===== src/rtl/drint_sel.sv =====
`timescale 1ns/1ps
module drint_sel #(
  parameter int NCH = 4,
  parameter int LW  = 5
) (
  input  logic              clk,
  input  logic              rst_n,
  input  logic [NCH-1:0]    ack_evt,
  input  logic [NCH*LW-1:0] ff_fill,
  input  logic [NCH*LW-1:0] ff_lvl,
  input  logic [NCH-1:0]    cfg_we,
  input  logic [3:0]        cfg_wdata,
  input  logic [NCH-1:0]    clr_ack,
  input  logic [NCH-1:0]    clr_ff,
  output logic [NCH-1:0]    ack_flag,
  output logic [NCH-1:0]    fifo_flag,
  output logic [NCH-1:0]    drint
);
  logic [NCH-1:0] sel_q, aie_q, fie_q, fen_q;
  logic [NCH-1:0] ff_rdy;

  for (genvar c = 0; c < NCH; c++) begin : g_ch
    assign ff_rdy[c] = ff_fill[c*LW +: LW] >= ff_lvl[c*LW +: LW];

    always_ff @(posedge clk) begin
      if (!rst_n) begin
        sel_q[c]     <= 1'b0;
        aie_q[c]     <= 1'b0;
        fie_q[c]     <= 1'b0;
        fen_q[c]     <= 1'b0;
        ack_flag[c]  <= 1'b0;
        fifo_flag[c] <= 1'b0;
        drint[c]     <= 1'b0;
      end else begin
        if (cfg_we[c]) begin
          sel_q[c] <= cfg_wdata[0];
          aie_q[c] <= cfg_wdata[1];
          fie_q[c] <= cfg_wdata[2];
          fen_q[c] <= cfg_wdata[3];
        end
        if (ack_evt[c])    ack_flag[c] <= 1'b1;
        else if (clr_ack[c]) ack_flag[c] <= 1'b0;
        if (ff_rdy[c])     fifo_flag[c] <= 1'b1;
        else if (clr_ff[c])  fifo_flag[c] <= 1'b0;
        drint[c] <= sel_q[c] ? (fie_q[c] & fen_q[c] & ff_rdy[c])
                             : (aie_q[c] & ack_evt[c]);
      end
    end
  end
endmodule


===== config.mk =====
export PLATFORM = sky130hd
export DESIGN_NAME = drint_sel
export DESIGN_NICKNAME = d
export VERILOG_FILES = /design/src/rtl/drint_sel.sv
export SDC_FILE = /design/constraint.sdc
export NUM_CORES = 1
export LEC_CHECK = 0
export BUFFER_PORTS_ARGS = -buffer_cell sky130_fd_sc_hd__buf_4
export CORE_UTILIZATION = 30
export DETAILED_ROUTE_END_ITERATION = 6
export SYNTH_ARGS = -nofsm -noshare
export SYNTH_HDL_FRONTEND = slang
export SYNTH_SLANG_ARGS = --single-unit

===== constraint.sdc =====
create_clock -name clk -period 1.7 [get_ports clk]
set_input_delay 0.17 -clock clk [delete_from_list [all_inputs] [get_ports clk]]
set_output_delay 0.17 -clock clk [all_outputs]
set_load 0.01 [all_outputs]

==> results.yml <==
run:
  maxCapViolCount: 0
timing:
  fin_setup_tns_ps: 0
  rsz0062_at_grt: "no"
  hold_viol: 0
  min_period_ps: 1100
  fin_skew_ps: 0.452
  setup_viol: 0
  final.period_utilization_pct: 65.0
  slew_headroom_pct: 82.7
  fmax_mhz: 906
  drv_slew: 0
  worstMarginPinSlew_ps: 259
finish:
  layout_common_cells: "74 x buf_4, 28 x dfxtp_1, 24 x nor2b_1"
  area_growth_pct: 40.8
  final_common_cell: "buf_4"
  fin_cells: 314
  antenna_cells: 0
  fill_cells: 517
  drive_above_1_share_pct: 34.4
  fin_util_pct: 44.5
  final_area_um2: 2300
  final_nets: 327
placement:
  dp_hpwl_um: 2690
  place_area_um2: 2250
  gp_congestion: 0.681
  io_buffers: 73
  dpl.cell_count: 310
worst_setup_path:
  end_kind: "register"
  arrival_ps: 1260
  crit_buf_inv: 1
  path_max_fanout: 2
  cp.depth: 6
  crit_family: "compound AO/OA/AOI/OAI gates"
  worstPathRequired_ps: 1860
  path_cells: "buf_4, ha_1, a21oi_1, o21ai_1, a2111oi_2, nor2_1"
  setup.worst_path.class: "in -> reg"
  max_stage_delay_ps: 360
  setup.worst_path.start_class: "input pin"
  rr_worst_depth: 3
  critical_path.slowest_cell: "a2111oi_2"
drt:
  routed_wl_um: 3280
  vias: 1396
  route.detailed.drc: 0
  wire_per_inst_um: 10.4
  drt-pass1-iter-count: 4
  ant_nets: 0
  vias_per_cell: 4.45
  dr.first_iter.drc_count: 44
clock_network:
  htreeDepth: 1
  cts_setup_buffers: 0
  ctsResizeCount: 0
  clk_latency_ps: 270
  clock_path_buffers: 2
  cts-root-buf: "clkbuf_8"
  clk_pin_slew_ps: 90
  cts_tree: "yes"
  numCtsBuffers: 3
  hold_buffers: 0
  cts_sinks: 28
yosys:
  synthMuxAreaShare_pct: 9.79
  synth-async-reset-ratio_pct: 0
  synthDominantCellAreaShare_pct: 34.3
  synth_area_per_cell_um2: 9.45
  synth_simple_gate_area_share_pct: 20.4
  synth_area_um2: 1640
  synth_cell_types: 27
  synth-xor-area-share_pct: 0
  syn-num-nets: 255
  synthFlopType: "dfxtp_1"
  seq_area_frac_synth_pct: 34.3
  synth.area.top_cells: "dfxtp_1 34%, ha_1 15%, mux2i_1 9.8%, nor2b_1 9.2%, inv_1 4.8%"
  synth.largest_area_cell: "dfxtp_1"
  synth_fa_ha_area_share_pct: 15.3
  synth_compound_area_share_pct: 13.5
  synth_top_family_by_area: "simple AND/OR/NAND/NOR gates"
  ys_warn_count: 0
  synth_edf_count: 0
  yosys_register_bits: 28
  synthCells: 173
global_routing:
  grt_overflow: 0
  antenna_found_initial: 0
  grt_max_degree: 23
  track_usage_pct: 11.6
  grt_pass1_vias: 1216
  grt_pass1_wl_um: 5080
power:
  leakagePower_nw: 1.15
  power_density_nw_per_um2: 649
  peakVddDrop_mv: 0.480
die:
  io_pins: 74
  row_count: 26
  dieArea_um2: 5750
  die_x_um: 75.8
  initial_core_util_pct: 31.6
  die_y_um: 75.8
  coreArea_um2: 5170
status:
  status: "finished, final reports clean"
worst_hold_path:
  min_path_cells: 2
  hold_path.class: "in -> reg"
==> cells in the mapped netlist, drive strengths merged, types with 3 or more instances <==
master,number
dfxtp,28
a2111oi,4
a21oi,4
inv,21
nor2b,24
nand2,10
o21ai,5
nand3,4
clkbuf,5
nand4b,3
nor2,5
nand4,3
o21a,6
mux2i,16
ha,20
==> where the power goes <==
group          switching [W]  leakage, nW  internal, W
clock network       0.000197       0.0288     0.000207
logic               0.000147        0.886     0.000225
registers          0.0000206        0.231     0.000697
total               0.000364         1.15      0.00113
==> worst register-to-register path, delay by kind of cell (launching register included) <==
family / cells / cell delay, ps
DFF: 1 / 320
AOI/OAI and AO/OA: 1 / 320
and+or+nand+nor: 2 / 230
==> metal layers <==
| layer | track usage [%] | wire (µm) |
|---|---|---|
| met3 | 3.17 | 182 |
| met4 | 1.23 | 9 |
| met1 | 14.2 | 1490 |
| met5 | 0 | 0 |
| met2 | 20.8 | 1600 |
==> layout make-up <==
cell class	instances	area [µm²]	area share [%]
multi-input cells	117	965	41.9
flip-flops and latches	28	561	24.3
repair buffers	74	556	24.1
well taps	70	87.6	3.80
inverters	21	78.8	3.42
clock buffers	4	55.1	2.39
==> stage by stage <==
stage,hold slack [ps],total power [W],setup WS [ps]
CTS,107,0.00152,585
global placement,396,0.00110,317
floorplan,294,0.000936,455
finish,113,0.00149,596
detailed placement,396,0.00111,284
global route,105,0.00159,501
==> state kept, by name, summed over array words and instances, names as in the netlist <==
register / count
ack_flag: 4
aie_q: 4
drint: 4
fie_q: 4
fen_q: 4
fifo_flag: 4
sel_q: 4
==> cells by family after synthesis <==
kind of cell	after synthesis
AO/OA/AOI/OAI	25
adder cells (fa/ha/maj)	20
buffers and inverters	28
flip-flops	28
multiplexers	16
AND/OR/NAND/NOR	56
==> worst paths after layout <==
path                      from      endpoint  slack [ps]
hold / removal      ack_evt[2]   ack_flag[2]         110
setup reg to reg  fifo_flag[1]  fifo_flag[1]         720
hold reg to reg       fen_q[2]      drint[2]         480
setup / recovery    ff_fill[7]  fifo_flag[1]         600
(Power assumes the default switching activity.)
